--- src/rtl/spi_seq_pkg.sv ---
package spi_seq_pkg;
   typedef enum logic [1:0] {SQ_IDLE = 2'd0, SQ_RUN = 2'd1, SQ_FRAME = 2'd2, SQ_STALL = 2'd3} sq_st_e;
   typedef enum logic [2:0] {SH_IDLE = 3'd0, SH_START = 3'd1, SH_N1 = 3'd2, SH_N2 = 3'd3,
                             SH_WAIT = 3'd4, SH_DONE = 3'd5} sh_st_e;
   localparam logic [3:0] OPN_STOP   = 4'h0;
   localparam logic [3:0] OPN_SEL    = 4'h1;
   localparam logic [3:0] OPN_SH_N1  = 4'h3;
   localparam logic [3:0] OPN_SH_N2  = 4'h4;
   localparam logic [3:0] OPN_BR_RDR = 4'h6;
   localparam logic [3:0] OPN_LOOP0  = 4'h7;
   localparam logic [3:0] RST_KEY_A  = 4'h5;
   localparam logic [3:0] RST_KEY_B  = 4'hA;
endpackage

--- src/rtl/seq_slot_dec.sv ---
module seq_slot_dec
   import spi_seq_pkg::*;
#(
   parameter int SLOTS = 8,
   parameter int OP_W  = 8,
   parameter int IDX_W = 3
) (
   input  logic [SLOTS*OP_W-1:0] op_list,
   input  logic [IDX_W-1:0]      idx,
   output logic [OP_W-1:0]       cur_op,
   output logic                  nxt_is_n2
);
   logic [OP_W-1:0] slot [SLOTS];

   for (genvar g = 0; g < SLOTS; g++) begin : g_slot
      assign slot[g] = op_list[(SLOTS-1-g)*OP_W +: OP_W];
   end

   always_comb begin
      cur_op    = slot[idx];
      nxt_is_n2 = 1'b0;
      if (idx != IDX_W'(SLOTS-1))
         nxt_is_n2 = (slot[idx + 1'b1][7:4] == OPN_SH_N2);
   end
endmodule

--- src/rtl/seq_loop_ctr.sv ---
module seq_loop_ctr #(
   parameter int CNT_W = 4
) (
   input  logic             clk,
   input  logic             rst_n,
   input  logic             clr,
   input  logic             inc,
   input  logic [CNT_W-1:0] cmp,
   output logic             hit
);
   logic [CNT_W-1:0] cnt;

   always_ff @(posedge clk or negedge rst_n) begin
      if (!rst_n)   cnt <= '0;
      else if (clr) cnt <= '0;
      else if (inc) cnt <= cnt + 1'b1;
   end

   assign hit = (cnt == cmp);
endmodule

--- src/rtl/seq_rst_unlock.sv ---
module seq_rst_unlock
   import spi_seq_pkg::*;
(
   input  logic       clk,
   input  logic       rst_n,
   input  logic       wr,
   input  logic [3:0] val,
   output logic       soft_rst
);
   logic armed;

   always_ff @(posedge clk or negedge rst_n) begin
      if (!rst_n) begin
         armed    <= 1'b0;
         soft_rst <= 1'b0;
      end else begin
         soft_rst <= wr && armed && (val == RST_KEY_B);
         if (wr) armed <= (val == RST_KEY_A);
      end
   end
endmodule

--- src/rtl/spi_op_sequencer.sv ---
module spi_op_sequencer
   import spi_seq_pkg::*;
#(
   parameter int SLOTS = 8,
   parameter int OP_W  = 8,
   parameter int CNT_W = 4,
   parameter int LOOPS = 2,
   localparam int IDX_W = $clog2(SLOTS)
) (
   input  logic                   clk,
   input  logic                   rst_n,
   input  logic [SLOTS*OP_W-1:0]  op_list,
   input  logic [LOOPS*CNT_W-1:0] loop_cmp,
   input  logic                   n1_tx,
   input  logic                   n1_rx,
   input  logic                   n2_tx,
   input  logic                   n2_rx,
   input  logic                   rdr_match,
   input  logic                   tdr_wr,
   input  logic                   rdr_rd,
   input  logic                   rstctl_wr,
   input  logic [3:0]             rstctl_val,
   input  logic                   frame_done,
   output logic                   frame_req,
   output logic                   frame_n1,
   output logic                   frame_n2,
   output logic                   frame_rx,
   output logic                   cs_n,
   output logic                   tdr_full,
   output logic                   rdr_full,
   output logic [IDX_W-1:0]       seq_idx,
   output logic [1:0]             seq_state,
   output logic [2:0]             shift_state,
   output logic                   seq_err
);
   if (SLOTS < 2 || (1 << IDX_W) != SLOTS || SLOTS > 16)
      $error("SLOTS must be a power of two from 2 to 16");
   if (OP_W != 8)
      $error("OP_W must be 8");
   if (LOOPS < 1 || LOOPS > 2)
      $error("LOOPS must be 1 or 2");

   sq_st_e           st, st_d;
   sh_st_e           sh, sh_d;
   logic [IDX_W-1:0] idx, idx_d;
   logic             cs_n_q, cs_n_d, err_q, err_d;
   logic             tdr_q, rdr_q, n1_done_q, n1_done_d, n1_pend_q, n1_pend_d;
   logic             fr_n1_q, fr_n1_d, fr_n2_q, fr_n2_d, fr_rx_q, fr_rx_d;
   logic             tdr_clr, rdr_set, rdr_clr, adv, lp_clr, soft_rst, nxt_is_n2, loop_hit;
   logic [LOOPS-1:0] lp_inc, lp_hit;
   logic [OP_W-1:0]  cur_op;
   logic [3:0]       opn, opa;

   seq_slot_dec #(.SLOTS(SLOTS), .OP_W(OP_W), .IDX_W(IDX_W)) u_dec (
      .op_list(op_list), .idx(idx), .cur_op(cur_op), .nxt_is_n2(nxt_is_n2));

   seq_rst_unlock u_unlock (
      .clk(clk), .rst_n(rst_n), .wr(rstctl_wr), .val(rstctl_val), .soft_rst(soft_rst));

   for (genvar g = 0; g < LOOPS; g++) begin : g_loop
      seq_loop_ctr #(.CNT_W(CNT_W)) u_lp (
         .clk(clk), .rst_n(rst_n), .clr(lp_clr | soft_rst), .inc(lp_inc[g]),
         .cmp(loop_cmp[g*CNT_W +: CNT_W]), .hit(lp_hit[g]));
   end

   assign opn = cur_op[7:4];
   assign opa = cur_op[3:0];

   always_comb begin
      st_d = st;  sh_d = sh;  idx_d = idx;  cs_n_d = cs_n_q;  err_d = err_q;
      n1_done_d = n1_done_q;  n1_pend_d = n1_pend_q;
      fr_n1_d = fr_n1_q;  fr_n2_d = fr_n2_q;  fr_rx_d = fr_rx_q;
      tdr_clr = 1'b0;  rdr_set = 1'b0;  rdr_clr = rdr_rd;  adv = 1'b0;
      lp_clr = 1'b0;  lp_inc = '0;  loop_hit = 1'b0;
      unique case (st)
         SQ_IDLE: if (tdr_wr) begin
            st_d = SQ_RUN; idx_d = '0; err_d = 1'b0;
         end
         SQ_STALL: if (tdr_wr || rdr_rd) begin
            st_d = SQ_RUN;
            if (tdr_wr) err_d = 1'b0;
         end
         SQ_FRAME: if (frame_done) begin
            st_d = SQ_RUN; rdr_set = fr_rx_q; adv = 1'b1;
            if (fr_n2_q) n1_pend_d = 1'b0;
            else         n1_done_d = 1'b1;
         end
         default: begin
            case (opn)
               OPN_STOP: begin
                  sh_d = SH_IDLE; lp_clr = 1'b1; st_d = SQ_IDLE;
               end
               OPN_SEL: begin
                  if (opa == 4'd0) begin
                     cs_n_d = 1'b1; sh_d = SH_DONE; adv = 1'b1;
                  end else if (opa == 4'd1) begin
                     cs_n_d = 1'b0; sh_d = SH_START; n1_done_d = 1'b0; n1_pend_d = 1'b0; adv = 1'b1;
                  end else begin
                     err_d = 1'b1; sh_d = SH_IDLE; st_d = SQ_IDLE;
                  end
               end
               OPN_SH_N1: begin
                  if (sh == SH_IDLE || sh == SH_DONE) begin
                     err_d = 1'b1; st_d = SQ_IDLE;
                  end else if ((n1_tx && !tdr_q) || (n1_rx && rdr_q)) begin
                     st_d = SQ_STALL; sh_d = SH_WAIT;
                  end else begin
                     sh_d = SH_N1;
                     tdr_clr = n1_tx;
                     if (nxt_is_n2) begin
                        n1_pend_d = 1'b1; n1_done_d = 1'b1; adv = 1'b1;
                     end else begin
                        st_d = SQ_FRAME; fr_n1_d = 1'b1; fr_n2_d = 1'b0; fr_rx_d = n1_rx;
                     end
                  end
               end
               OPN_SH_N2: begin
                  if (!n1_done_q) begin
                     err_d = 1'b1; st_d = SQ_IDLE;
                  end else if ((n2_rx || (n1_pend_q && n1_rx)) && rdr_q) begin
                     st_d = SQ_STALL; sh_d = SH_WAIT;
                  end else begin
                     sh_d = SH_N2; tdr_clr = n2_tx; st_d = SQ_FRAME;
                     fr_n1_d = n1_pend_q; fr_n2_d = 1'b1; fr_rx_d = n2_rx || (n1_pend_q && n1_rx);
                  end
               end
               OPN_BR_RDR: begin
                  if (!rdr_q) begin
                     st_d = SQ_STALL; sh_d = SH_WAIT;
                  end else begin
                     rdr_clr = 1'b1;
                     if (rdr_match) adv = 1'b1;
                     else           idx_d = opa[IDX_W-1:0];
                  end
               end
               default: begin
                  for (int k = 0; k < LOOPS; k++) begin
                     if (opn == OPN_LOOP0 + 4'(k)) begin
                        loop_hit = 1'b1;
                        if (!lp_hit[k]) begin
                           idx_d = opa[IDX_W-1:0]; lp_inc[k] = 1'b1;
                        end else adv = 1'b1;
                     end
                  end
                  if (!loop_hit) adv = 1'b1;
               end
            endcase
         end
      endcase
      if (adv) begin
         if (idx == IDX_W'(SLOTS-1)) begin
            st_d = SQ_IDLE; idx_d = '0; lp_clr = 1'b1;
         end else idx_d = idx + 1'b1;
      end
   end

   always_ff @(posedge clk or negedge rst_n) begin
      if (!rst_n) begin
         st <= SQ_IDLE; sh <= SH_IDLE; idx <= '0; cs_n_q <= 1'b1; err_q <= 1'b0;
         tdr_q <= 1'b0; rdr_q <= 1'b0; n1_done_q <= 1'b0; n1_pend_q <= 1'b0;
         fr_n1_q <= 1'b0; fr_n2_q <= 1'b0; fr_rx_q <= 1'b0;
      end else if (soft_rst) begin
         st <= SQ_IDLE; sh <= SH_IDLE; idx <= '0; cs_n_q <= 1'b1; err_q <= 1'b0;
         tdr_q <= 1'b0; rdr_q <= 1'b0; n1_done_q <= 1'b0; n1_pend_q <= 1'b0;
         fr_n1_q <= 1'b0; fr_n2_q <= 1'b0; fr_rx_q <= 1'b0;
      end else begin
         st <= st_d; sh <= sh_d; idx <= idx_d; cs_n_q <= cs_n_d; err_q <= err_d;
         n1_done_q <= n1_done_d; n1_pend_q <= n1_pend_d;
         fr_n1_q <= fr_n1_d; fr_n2_q <= fr_n2_d; fr_rx_q <= fr_rx_d;
         tdr_q <= tdr_wr ? 1'b1 : (tdr_clr ? 1'b0 : tdr_q);
         rdr_q <= rdr_set ? 1'b1 : (rdr_clr ? 1'b0 : rdr_q);
      end
   end

   assign frame_req   = (st == SQ_FRAME);
   assign frame_n1    = fr_n1_q;
   assign frame_n2    = fr_n2_q;
   assign frame_rx    = fr_rx_q;
   assign cs_n        = cs_n_q;
   assign tdr_full    = tdr_q;
   assign rdr_full    = rdr_q;
   assign seq_idx     = idx;
   assign seq_state   = st;
   assign shift_state = sh;
   assign seq_err     = err_q;
endmodule

--- config.mk ---
export PLATFORM = sky130hd
export DESIGN_NAME = spi_op_sequencer
export DESIGN_NICKNAME = d
export VERILOG_FILES = /design/src/rtl/spi_seq_pkg.sv /design/src/rtl/seq_slot_dec.sv /design/src/rtl/seq_loop_ctr.sv /design/src/rtl/seq_rst_unlock.sv /design/src/rtl/spi_op_sequencer.sv
export SDC_FILE = /design/constraint.sdc
export NUM_CORES = 1
export LEC_CHECK = 0
export ABC_AREA = 1
export BUFFER_PORTS_ARGS = -buffer_cell sky130_fd_sc_hd__buf_2
export CORE_MARGIN = 2
export CORE_UTILIZATION = 40
export CTS_BUF_LIST = sky130_fd_sc_hd__clkbuf_8
export DETAILED_ROUTE_END_ITERATION = 16
export PLACE_DENSITY = 0.78
export SYNTH_ARGS = -nofsm -noshare
export SYNTH_HDL_FRONTEND = slang
export SYNTH_SLANG_ARGS = --single-unit
--- constraint.sdc ---
create_clock -name clk -period 2 [get_ports clk]
set_clock_uncertainty 0.05 [all_clocks]
set_input_delay 0.4 -clock clk [delete_from_list [all_inputs] [get_ports clk]]
set_output_delay 0.4 -clock clk [all_outputs]
set_load 0.01 [all_outputs]
**Word-level counts from Yosys, hierarchy flattened**

Cells that the tools add are included.

- Register bits after elaboration: 27
- Input port bits: 87
- Output and inout port bits: 16
- Word-level logic and storage cells: 252

- Add/subtract/negate cells: 3
- $lt $le $gt $ge: 2
- Equality and inequality tests: 44
- Muxes and demuxes: 146
- Bitwise operators: 3
- Reduce and logical (&&, ||, !) cells: 38

Operator list:

| operator | count |
|---|---|
| 2-to-1 mux 1 bit | 87 |
| 2-to-1 mux 3 bit | 18 |
| binary-select mux 8 bit (select 3 bit) | 2 |
| 2-to-1 mux 8 bit | 4 |
| 2-to-1 mux 2 bit | 15 |
| != test 3 x 2 -> 1 bit, second input constant | 9 |
| != test 4 x 3 -> 1 bit, second input constant | 6 |
| == test 4 x 3 -> 1 bit, second input constant | 5 |
| != test 5 x 2 -> 1 bit, second input constant | 4 |
| AND reduction 9 bit | 2 |
| 2-to-1 mux 4 bit | 4 |
| one-hot mux 1 bit (2 select lines) | 8 |
| one-hot mux 3 bit (5 select lines) | 1 |
| AND reduction 7 bit | 2 |
| one-hot mux 3 bit (2 select lines) | 2 |
| nonzero test 3 bit | 4 |
| nonzero test 6 bit | 2 |
| != test 5 x 3 -> 1 bit, second input constant | 2 |
| one-hot mux 2 bit (5 select lines) | 1 |
| AND reduction 5 bit | 2 |
| adder 4 x 1 -> 4 bit, second input constant | 2 |
| == test 4 x 1 -> 1 bit, second input constant | 2 |
| == test 4 bit | 2 |
| == test 4 bit, second input constant | 2 |
| other kinds (27) | 48 |

**Longest topological paths before layout**

Gate-level depths: netlist of the first run.

- Depth in word-level cells: 15
- Depth in mapped cells: 19
- Gate-level depth less buffers: 17

**Hierarchy**

Synthesis of the first run repeated with hierarchy kept, for this count alone.

- Cell total of the unflattened synthesis: 490
- Area total of the unflattened synthesis: 3012.9 um^2

By module, submodules not included:

| module | times used | cells an instance | area each (um^2) |
|---|---|---|---|
| spi_op_sequencer | 1 | 254 | 1640.3 |
| seq_slot_dec | 1 | 160 | 775.7 |
| seq_loop_ctr | 2 | 31 | 247.7 |
| seq_rst_unlock | 1 | 14 | 101.3 |

**Least setup slack after synthesis of the first run**

No wires, ideal clock.

- Kind: reg-to-reg
- Start: reg idx[0], in the netlist seq_idx[0]
- End: reg g_loop[0].u_lp.cnt[1]
- Setup time: 126 ps
- Arrival time: 1861 ps
- Path slack: -37 ps
- Cell stages (with the launch flop): 17
- Buffers on the path: 2
- Clock period less this slack: 2037 ps
- Cell sequence: dfrtp_1 -> buf_6 -> inv_6 -> buf_6 -> nand2_1 -> nand3_1 -> nand3_1 -> nand2_2 -> nand2_4 -> nor2_4 -> nand2_2 -> nand2_2 -> nor2_4 -> nand2_4 -> nand3_2 -> nand2_2 -> a21oi_1

- Longest elaborated chain between the ends: 15
- Elaborated cells on any way between the ends: 49

Ends and longest elaborated chain:

| element | line | text |
|---|---|---|
| from (decl) | spi_op_sequencer.sv:45 | `logic [IDX_W-1:0] idx, idx_d;` |
| from (signal assigned) | spi_op_sequencer.sv:159 | `st <= SQ_IDLE; sh <= SH_IDLE; idx <= '0; cs_n_q <= 1'b1; err_q <= 1'b0;` |
| from (signal assigned) | spi_op_sequencer.sv:163 | `st <= SQ_IDLE; sh <= SH_IDLE; idx <= '0; cs_n_q <= 1'b1; err_q <= 1'b0;` |
| from (signal assigned) | spi_op_sequencer.sv:167 | `st <= st_d; sh <= sh_d; idx <= idx_d; cs_n_q <= cs_n_d; err_q <= err_d;` |
| adder 3 x 1 -> 3 bit or inverter 3 -> 4 bit (tied branches) | seq_slot_dec.sv:23, seq_slot_dec.sv:20 |  |
| inverter 3 -> 4 bit (implied by the code) or binary-select mux 8 bit (select 3 bit) (tied branches) | seq_slot_dec.sv:23, seq_slot_dec.sv:20 |  |
| binary-select mux 8 bit (select 3 bit) or 2-to-1 mux 8 bit (tied branches) | seq_slot_dec.sv:23, seq_slot_dec.sv:20 |  |
| 2-to-1 mux 8 bit, on equally long branches | seq_slot_dec.sv:23, seq_slot_dec.sv:20 |  |
| 2-to-1 mux 8 bit (implied by the code) or == test 4 x 3 -> 1 bit (tied branches) | seq_slot_dec.sv:23, spi_op_sequencer.sv:138 |  |
| == test 4 x 3 -> 1 bit or 2-to-1 mux 1 bit (tied branches) | seq_slot_dec.sv:23, spi_op_sequencer.sv:138 |  |
| 2-to-1 mux 1 bit, on equally long branches | seq_slot_dec.sv:22, spi_op_sequencer.sv:138 |  |
| 2-to-1 mux 1 bit, on equally long branches | spi_op_sequencer.sv:110, spi_op_sequencer.sv:89 |  |
| 2-to-1 mux 1 bit, on equally long branches | spi_op_sequencer.sv:105, spi_op_sequencer.sv:75 |  |
| 2-to-1 mux 1 bit, on equally long branches | spi_op_sequencer.sv:103, spi_op_sequencer.sv:145 |  |
| one-hot mux 1 bit (4 select lines) | spi_op_sequencer.sv:89 | `case (opn)` |
| one-hot mux 1 bit (2 select lines) | spi_op_sequencer.sv:75 | `unique case (st)` |
| 2-to-1 mux 1 bit | spi_op_sequencer.sv:150 | `if (adv) begin` |
| bitwise OR 1 bit | spi_op_sequencer.sv:62 | `.clk(clk), .rst_n(rst_n), .clr(lp_clr \| soft_rst), .inc(lp_inc[g]),` |
| 2-to-1 mux 4 bit or nonzero test 2 bit (tied branches) | -- |  |
| to (signal assigned) | seq_loop_ctr.sv:16 | `else if (inc) cnt <= cnt + 1'b1;` |
| to (decl) | seq_loop_ctr.sv:11 | `logic [CNT_W-1:0] cnt;` |

Several ways; a longest one is shown, not always the timed one. The select of a mux whose other input is x is not followed.
A chain may end at the register's enable or synchronous reset.

**Worst setup path after layout of the first run**

- Start: reg idx[0], in the netlist seq_idx[0]
- End: reg idx[0], in the netlist seq_idx[0]

- Longest elaborated chain between the ends: 14
- Elaborated cells on any way between the ends: 56

Ends and longest elaborated chain:

| element | line |
|---|---|
| adder 3 x 1 -> 3 bit or inverter 3 -> 4 bit (tied branches) | seq_slot_dec.sv:23, spi_op_sequencer.sv:153, seq_slot_dec.sv:20 |
| inverter 3 -> 4 bit (implied by the code) or binary-select mux 8 bit (select 3 bit) (tied branches) | seq_slot_dec.sv:23, seq_slot_dec.sv:20 |
| binary-select mux 8 bit (select 3 bit) or 2-to-1 mux 8 bit (tied branches) | seq_slot_dec.sv:23, seq_slot_dec.sv:20 |
| 2-to-1 mux 8 bit, on equally long branches | seq_slot_dec.sv:23, seq_slot_dec.sv:20 |
| 2-to-1 mux 8 bit (implied by the code) or == test 4 x 3 -> 1 bit (tied branches) | seq_slot_dec.sv:23, spi_op_sequencer.sv:138 |
| == test 4 x 3 -> 1 bit or 2-to-1 mux 1 bit (tied branches) | seq_slot_dec.sv:23, spi_op_sequencer.sv:138 |
| 2-to-1 mux 1 bit, on equally long branches | seq_slot_dec.sv:22, spi_op_sequencer.sv:138 |
| 2-to-1 mux 1 bit, on equally long branches | spi_op_sequencer.sv:110, spi_op_sequencer.sv:89 |
| 2-to-1 mux 1 bit, on equally long branches | spi_op_sequencer.sv:105, spi_op_sequencer.sv:75 |
| 2-to-1 mux 1 bit, on equally long branches | spi_op_sequencer.sv:103, spi_op_sequencer.sv:145 |
| one-hot mux 1 bit (4 select lines) | spi_op_sequencer.sv:89 |
| one-hot mux 1 bit (2 select lines) | spi_op_sequencer.sv:75 |
| != test 5 x 3 -> 1 bit (no line) (tied with other cells) | -- |
| AND reduction 5 bit (no line) or 2-to-1 mux 3 bit (tied branches) | -- |

Several ways; a longest one is shown, not always the timed one. The select of a mux whose other input is x is not followed.

==> implementation parameters, run 1 <==
Parameter                              Value

Run status
  Status ... complete, but fails checks
  Violations in the final reports ... negative setup slack

Timing
  Setup repair after global routing missed its margin ... yes
  Total of endpoints with negative setup slack in the final report ... 24
  Measured slew at the worst slew-check pin ... 0.6712 ns
  Hold violation count in the final report ... 0
  Final worst path period need ... 2.262 ns
  Final cycle utilization of the critical path ... 113.1%
  Final Max Slew Viols ... 0
  Setup TNS after final layout ... -4.992 ns
  Worst slew margin ... 55.25%
  Smallest setup slack after layout ... -0.2620 ns
  Max frequency ... 442.1 MHz

Global routing
  Antenna violations before repair ... 0
  Via count of the first global-routing pass ... 4111
  Leftover overflow at the end of global routing ... 0
  Overall fraction of global-route tracks in use ... 25.49%
  Wire length of the first global-routing pass ... 18060 um
  Largest net degree at the start of global routing ... 28

Finish
  Number of filler cells placed in the layout ... 699
  Share of cells above drive strength 1 ... 42.46%
  Final cell utilization of the core ... 61.75%
  Post-route cell area ... 4747 um^2
  Relative area change from synthesis to final layout ... 50.91%
  Net total in the final layout ... 772
  Ant diodes ... 0

Synth
  Count of unique library cells instantiated by Yosys ... 41
  Number of standard cells after synthesis ... 518
  Synthesized netlist net count ... 613
  Share of the synthesized area in the top cell type ... 20.68%
  Flops & latches, synth ... 27
  Share of synthesized area occupied by flip-flops and latches ... 21.52%
  Most used flip-flop cell after synthesis ... dfrtp_1
  Share of flip-flops with an asynchronous set or reset ... 100.0%
  Synth warnings ... 0
  Post-synth design cell area ... 3146 um^2
  Leading area contributor after synthesis ... dfrtp_1
  Top cells by area in the synthesized netlist ... dfrtp_1, nand2_1, nand3_1
  Mean Syn Cell Area ... 6.072 um^2
  Count of flip-flops with a built-in enable after synthesis ... 0

Floorplanning
  Area of the die ... 8590 um^2
  Core area ... 7687 um^2
  FP Rows ... 32
  Chip width ... 92.68 um
  # IOs ... 103
  Die H ... 92.68 um
  Initial Utilization ... 40.92%

Power and ir drop
  Static leakage ... 2.506 nW
  Overall Power ... 7.066 mW
  Largest voltage drop on the vdd net ... 0.0006250 V
  Power per cell area ... 1488 nW/um^2

Routing
  Vias post-DR ... 4111
  Via count normalized by instance count ... 5.284
  Length of the first detailed-routing pass in iterations ... 5
  Detailed-route DRC error count ... 0
  Mean routed wirelength per cell ... 14.26 um
  Number of nets with antenna violations after detailed routing ... 0
  Initial DRC Count ... 239
  Total wirelength of the detailed-routed design ... 11090 um

Setup path
  Category of the most critical setup path ... register to register
  Max incr delay on CP ... 0.45 ns
  Most Frequent Cell on Critical Path ... nand2_4
  Maximum fanout count along the critical path ... 13
  Critical Path Source Type ... register
  Cells traversed along the worst timing path ... buf_6, buf_16, nand2_1, nand3_2, nand3_2, nand2_4, nand2_4, inv_1, nand3_4, nand2_4, a21oi_4, nand2_4, a21oi_4, nand2_1, nand2_1
  Worst Path Required ... 2.18 ns
  Crit end category ... register
  Worst endpoint data arrival time ... 2.44 ns
  Slowest stage cell on the critical path ... dfrtp_2
  FF-to-FF setup slack ... -0.26 ns

Clock tree
  Number of buffers created by CTS ... 3
  Clock slew seen by the registers of the worst setup and hold paths ... 0.11 ns
  Clk sinks ... 27
  Clock root buffer ... clkbuf_8
  Maximum buffer depth of the clock tree ... 2
  Clock latency on the worst-skew pair ... 0.29 ns
  Clock tree from TritonCTS ... yes
  H-tree levels ... 1

Min path
  HP Class ... input pin to asynchronous set/reset pin

Place
  Global placement routability congestion ... 0.9641
  DP Wirelength ... 7710 um
  Total cell area at the placement stage ... 4028 um^2
  Number of buffers added on ports ... 102
  Worst Setup Slack post-DPL ... -0.2901 ns

Run
  Reported max-cap violation count ... 0
path summary, 6_finish.rpt:
path                                             start                           to  cells past startpoint
min in group clk                         rstctl_val[2]  u_unlock.soft_rst$_DFF_PN0_                      2
max in group asynchronous                        rst_n       seq_idx[0]$_DFFE_PN0P_                      1
worst max register to register  seq_idx[0]$_DFFE_PN0P_       seq_idx[0]$_DFFE_PN0P_                     15
worst min-delay path                             rst_n          seq_err$_DFFE_PN0P_                      1
worst min register to register   n1_pend_q$_DFFE_PN0P_        n1_pend_q$_DFFE_PN0P_                      2
worst max-delay path            seq_idx[0]$_DFFE_PN0P_       seq_idx[0]$_DFFE_PN0P_                     15
cells in the mapped netlist, types with 2 or more instances:
cell type / count
dfrtp_1: 26
buf_6: 5
nor2_4: 3
nor3_1: 12
o22ai_1: 4
xor2_1: 7
nor2_1: 58
a31oi_1: 4
nand2_1: 145
o211ai_1: 7
nand2_4: 6
clkbuf_1: 3
o21bai_1: 2
a21oi_1: 8
o21ai_0: 24
o21ai_1: 9
xnor2_1: 5
nand3_1: 60
nand3_2: 4
nand4_1: 13
nand3b_1: 2
ha_1: 8
a21oi_4: 2
nor2_2: 4
inv_2: 3
inv_1: 64
buf_2: 3
buf_4: 4
nand2_2: 11
registers in the layout, indices dropped and copies added (netlist names):
signal,count
frame_rx,1
seq_idx,3
frame_n2,1
u_unlock.soft_rst,1
tdr_full,1
n1_done_q,1
seq_err,1
seq_state,2
cs_n,1
g_loop.u_lp.cnt,8
u_unlock.armed,1
frame_n1,1
n1_pend_q,1
rdr_full,1
shift_state,3
worst max-delay path: cells and delay by family, from the launching register on:
| kind | cells | cell delay (ns) |
|---|---|---|
| buffers and inverters | 3 | 0.36 |
| DFF | 1 | 0.45 |
| and+or+nand+nor | 10 | 0.95 |
| AOI/OAI and AO/OA | 2 | 0.39 |
stage by stage:
step / std cells / hold WS, ns
after floorplan: 518 / 0.05441
after global placement: 748 / 0.4000
after detailed placement: 748 / 0.4110
after CTS: 777 / 0.09790
after global routing: 778 / 0.1276
final: 778 / 0.08514
report_power, final:
group | leakage [nW] | switching, mW | internal (mW)
registers | 0.351 | 0.192 | 0.727
clock network | 0.0255 | 0.194 | 0.140
logic | 2.13 | 3.36 | 2.45
total | 2.51 | 3.75 | 3.32
cell usage in the layout, fill, tap and decap left out, types with 13 or more instances in the layout:
| cell | instances |
|---|---|
| nand3_2 | 18 |
| nor2_2 | 13 |
| nand2_1 | 121 |
| o21ai_1 | 16 |
| buf_2 | 102 |
| nor2_1 | 43 |
| inv_1 | 62 |
| buf_4 | 54 |
| nand2_2 | 26 |
| nand4_1 | 13 |
| dfrtp_1 | 25 |
| nand3_1 | 43 |
| o21ai_0 | 14 |
cells by family (layout without fill, tap and decap cells):
family / count (synthesis) / count (layout) / share of synthesized area (%)
buffers and inverters: 85 / 243 / 12.09
DFF: 27 / 27 / 21.52
and+or+nand+nor: 321 / 321 / 47.26
AOI/OAI and AO/OA: 65 / 65 / 12.61
adders and majority gates: 8 / 8 / 3.182
xor gates and xnor gates: 12 / 12 / 3.341
layout make-up:
| class | instances | area (um^2) | area share [%] |
|---|---|---|---|
| timing repair inverter | 2 | 17.52 | 0.3690 |
| timing repair buffer | 168 | 1114 | 23.46 |
| clock buffer | 3 | 41.29 | 0.8698 |
| tap | 102 | 127.6 | 2.688 |
| multi-input combinational | 406 | 2490 | 52.45 |
| sequential | 27 | 678.2 | 14.29 |
| inverter | 69 | 274.0 | 5.772 |
| clock inverter | 1 | 5.005 | 0.1054 |
layer usage:
metal	routed length (um)	up-vias	global-route usage [%]
met2	5678	176	46.72
met5	0	-	0
li1	-	1991	-
met3	739	33	3.417
met4	286	0	9.436
met1	4387	1911	30.18
repair_timing:
item                                    4_1_cts  5_1_grt
endpoints found under the setup margin       24       25
gates resized for setup                      88       33
hold buffers                                  0        0
pin swaps                                    49       13
cloned                                        4        0
hold endpoints to repair                      0        0
buffers inserted                             21        1
No activity file was read; power rests on OpenSTA's default activity.
==> run 2: changes to the inputs <==
--- a/config.mk
+++ b/config.mk
@@ -11,7 +11,8 @@
 export CORE_UTILIZATION = 40
 export CTS_BUF_LIST = sky130_fd_sc_hd__clkbuf_8
 export DETAILED_ROUTE_END_ITERATION = 16
-export PLACE_DENSITY = 0.78
+export PLACE_DENSITY = 0.79
 export SYNTH_ARGS = -nofsm -noshare
 export SYNTH_HDL_FRONTEND = slang
+export SYNTH_HIERARCHICAL = 1
 export SYNTH_SLANG_ARGS = --single-unit
==> implementation parameters, run 2 <==
Parameter                              Value

Run status
  Status ... complete, but fails checks
  Violations in the final reports ... negative setup slack

Routing
  Mean routed wirelength per cell ... 15.56 um (+9.1%)
  Length of the first detailed-routing pass in iterations ... 8 (+3)
  Total wirelength of the detailed-routed design ... 12090 um (+9.0%)
  Detailed-route DRC error count ... 0 (unchanged)
  Vias post-DR ... 4356 (+6.0%)
  Via count normalized by instance count ... 5.606 (+6.1%)
  Initial DRC Count ... 573 (+140%)
  Number of nets with antenna violations after detailed routing ... 0 (unchanged)

Timing
  Measured slew at the worst slew-check pin ... 0.6348 ns (-0.03641 ns)
  Final Max Slew Viols ... 0 (unchanged)
  Final cycle utilization of the critical path ... 135.0% (+22 points)
  Setup repair after global routing missed its margin ... yes
  Final worst path period need ... 2.700 ns (+0.4380 ns)
  Max frequency ... 370.4 MHz (-16%)
  Worst slew margin ... 57.68% (+2.4 points)
  Hold violation count in the final report ... 0 (unchanged)
  Total of endpoints with negative setup slack in the final report ... 25 (+4.2%)
  Setup TNS after final layout ... -12.31 ns (-7.319 ns)
  Tightest hold margin ... 0.07307 ns (-0.01207 ns)
  Smallest setup slack after layout ... -0.7000 ns (-0.4380 ns)

Power and ir drop
  Fraction of power consumed by sequential logic ... 12.4% (-0.6 points)
  Combinational group share of total power ... 83.2% (+0.9 points)
  Cell-internal power ... 3.569 mW (+7.6%)
  Net switching share of the total power ... 52.04% (-1.0 points)
  Fraction of power consumed by the clock network ... 4.4% (-0.3 points)
  Sw Pwr ... 3.873 mW (+3.3%)
  Static leakage ... 2.482 nW (-0.96%)
  Largest voltage drop on the vdd net ... 0.0006052 V (-3.2%)
  Power per cell area ... 1585 nW/um^2 (+6.5%)

Synth
  Count of unique library cells instantiated by Yosys ... 39 (-4.9%)
  Flops & latches, synth ... 27 (unchanged)
  Leading area contributor after synthesis ... dfrtp_1
  Share of flip-flops with an asynchronous set or reset ... 100.0% (unchanged)
  Most instantiated library cell after synthesis ... nand2_1
  Most used flip-flop cell after synthesis ... dfrtp_1
  Number of standard cells after synthesis ... 490 (-5.4%)
  Post-synth design cell area ... 3013 um^2 (-4.2%)
  Synth warnings ... 6 (+6)
  Share of synthesized area occupied by flip-flops and latches ... 22.47% (+0.95 points)
  Top cells by instance count after synthesis ... nand2_1, nor2_1, inv_1
  Mean Syn Cell Area ... 6.149 um^2 (+1.3%)
  Synthesized netlist net count ... 587 (-4.2%)
  Top cells by area in the synthesized netlist ... dfrtp_1, nand2_1, nor2_1
  Share of the synthesized area in the top cell type ... 21.59% (+0.91 points)
  Count of flip-flops with a built-in enable after synthesis ... 0 (unchanged)

Min path
  HP Class ... input pin to asynchronous set/reset pin

Run
  Reported max-cap violation count ... 0 (unchanged)

Finish
  Ant diodes ... 0 (unchanged)
  Share of cells above drive strength 1 ... 43.95% (+1.5 points)
  Area of combinational cells with multiple inputs ... 2285 um^2 (-8.2%)
  Most frequent standard cell in the layout excluding fill and tap cells ... buf_2
  Post-layout instance count excluding filler cells ... 777 (-0.13%)
  Top library cells by usage in the layout, fill and taps aside ... buf_2, nand2_1, buf_4
  Flip-flop count of the largest register after layout ... 8 (unchanged)
  Most flops, register ... g_loop.u_lp/cnt
  Relative area change from synthesis to final layout ... 55.86%
  Reg area ... 679.4 um^2 (+0.18%)
  Number of filler cells placed in the layout ... 604 (-14%)
  Net total in the final layout ... 776 (+0.52%)
  Final cell utilization of the core ... 64.40% (+2.6 points)

Floorplanning
  Area of the die ... 8243 um^2 (-4.0%)
  FP Rows ... 31 (-3.1%)
  Die H ... 90.79 um (-2.0%)
  # IOs ... 103 (unchanged)
  Core area ... 7292 um^2 (-5.1%)
  Initial Utilization ... 41.32% (+0.40 points)
  Chip width ... 90.79 um (-2.0%)

Setup path
  Critical Path End ... g_loop[0].u_lp/cnt[3]$_DFFE_PN0P_
  Worst Reg2Reg Path Length in Cells ... 20 (+5)
  Maximum fanout count along the critical path ... 5 (-8)
  Crit end category ... register
  Startpoint of the worst setup timing path ... seq_idx[0]$_DFFE_PN0P_
  FF-to-FF setup slack ... -0.70 ns (-0.44 ns)
  Worst Path Required ... 2.12 ns (-0.06 ns)
  Reg2Reg Launch Point ... seq_idx[0]$_DFFE_PN0P_
  Worst endpoint data arrival time ... 2.82 ns (+0.38 ns)
  Critical Path Source Type ... register
  Worst r2r dst ... g_loop[0].u_lp/cnt[3]$_DFFE_PN0P_
  Category of the most critical setup path ... register to register

Global routing
  Leftover overflow at the end of global routing ... 0 (unchanged)
  Via count of the first global-routing pass ... 4251 (+3.4%)
  Antenna violations before repair ... 0 (unchanged)
  Largest net degree at the start of global routing ... 28 (unchanged)
  Overall fraction of global-route tracks in use ... 27.09% (+1.6 points)
  Wire length of the first global-routing pass ... 18710 um (+3.6%)

Place
  Worst Setup Slack post-DPL ... -0.6360 ns (-0.3459 ns)
  Number of buffers added on ports ... 102 (unchanged)
  Global placement routability congestion ... 1.012 (+5.0%)
  DP Wirelength ... 7936 um (+2.9%)
  Inst Count DP ... 747 (-0.13%)

Clock tree
  Clock slew seen by the registers of the worst setup and hold paths ... 0.11 ns (about the same)
  H-tree levels ... 1 (unchanged)
  Clock root buffer ... clkbuf_8
  Number of buffers created by CTS ... 3 (unchanged)
  Clock latency on the worst-skew pair ... 0.29 ns (about the same)
  Clock tree from TritonCTS ... yes
  Clk sinks ... 27 (unchanged)
  Maximum buffer depth of the clock tree ... 2 (unchanged)
[run 2: cell count changes in the layout (fill, tap and decap cells not counted), moves of 8 or more]
cell / delta
nand2_1: -33
nand4_1: -8
a21oi_1: +10
o22ai_1: +10
nor2_1: +24
nand3_2: -11
nor3_1: -8
buf_4: +27
nand2_2: -10
inv_1: -11
o21ai_1: +15
[run 2: cell families after synthesis]
group / Yosys count / share of synthesized area (%)
compound gates: 105 / 19.64
simple gates: 263 / 39.91
xor+xnor: 8 / 2.326
flops: 27 / 22.47
fa+ha+maj: 10 / 4.153
buf+inv: 77 / 11.50
[run 2: metrics by stage]
| stage | power [mW] | cell area [um^2] |
|---|---|---|
| global placement | 5.494 | 4118 |
| detailed placement | 5.645 | 4118 |
| CTS | 6.773 | 4541 |
| global route | 7.946 | 4696 |
| floorplan | 3.899 | 3052 |
| finish | 7.442 | 4696 |
[run 2: final cells by class]
type,count,area share (%)
clock buffers,3,0.8793
clock inverters,1,0.07994
inverters,64,5.729
multi-input cells,386,48.65
flip-flops and latches,27,14.47
well taps,99,2.638
repair buffers,196,27.31
repair inverters,1,0.2398
[run 2: worst min-delay path by stage]
| stage | startpoint | end | slack (ns) | cells past startpoint |
|---|---|---|---|---|
| detailed placement | rst_n | g_loop[1].u_lp/cnt[2]$_DFFE_PN0P_ | 0.41 | 1 |
| CTS | rst_n | frame_n1$_DFFE_PN0P_ | 0.1 | 1 |
| global placement | rst_n | shift_state[0]$_DFFE_PN0P_ | 0.40 | 1 |
| floorplan | rst_n | frame_n1$_DFFE_PN0P_ | 0.05 | 0 |
| global route | rst_n | frame_n1$_DFFE_PN0P_ | 0.14 | 1 |
| finish | rst_n | frame_n1$_DFFE_PN0P_ | 0.07 | 1 |
[run 2: worst max-delay path: stages, from the launching register on]
cell	delay, ns
dfrtp_2	0.46
buf_6	0.14
buf_6	0.11
o21ai_1	0.13
o22ai_1	0.13
nand2_1	0.11
nand2_4	0.09
nor2_4	0.13
nand2_2	0.11
nand2_4	0.11
nor2_2	0.06
a21oi_4	0.18
nand2_4	0.07
o21ai_4	0.14
inv_2	0.07
nand2_4	0.10
nor2_4	0.06
nor2_4	0.12
nand3_2	0.08
nand2_1	0.08
nor2_1	0.04
[run 2: what timing repair did]
item	in CTS	in global routing
resized for setup	65	28
hold buffers	0	0
hold endpoints to repair	0	0
pin swaps	41	24
buffers inserted	17	8
setup endpoints to repair	25	25
gates cloned	1	0
[run 2: power by group through the flow]
stage	Sequential, mW	Combinational [mW]	Clock (mW)
floorplan	0.935	2.96	0
global placement	0.923	4.57	0
detailed placement	0.935	4.71	0
CTS	0.901	5.55	0.323
global route	0.949	6.66	0.333
finish	0.925	6.19	0.325
[run 2: layer usage]
layer	global-route usage, %	part of all wire (%)
met1	30.75	36
met2	49.44	50
met3	4.424	8.6
met4	12.37	4.9
met5	0	0
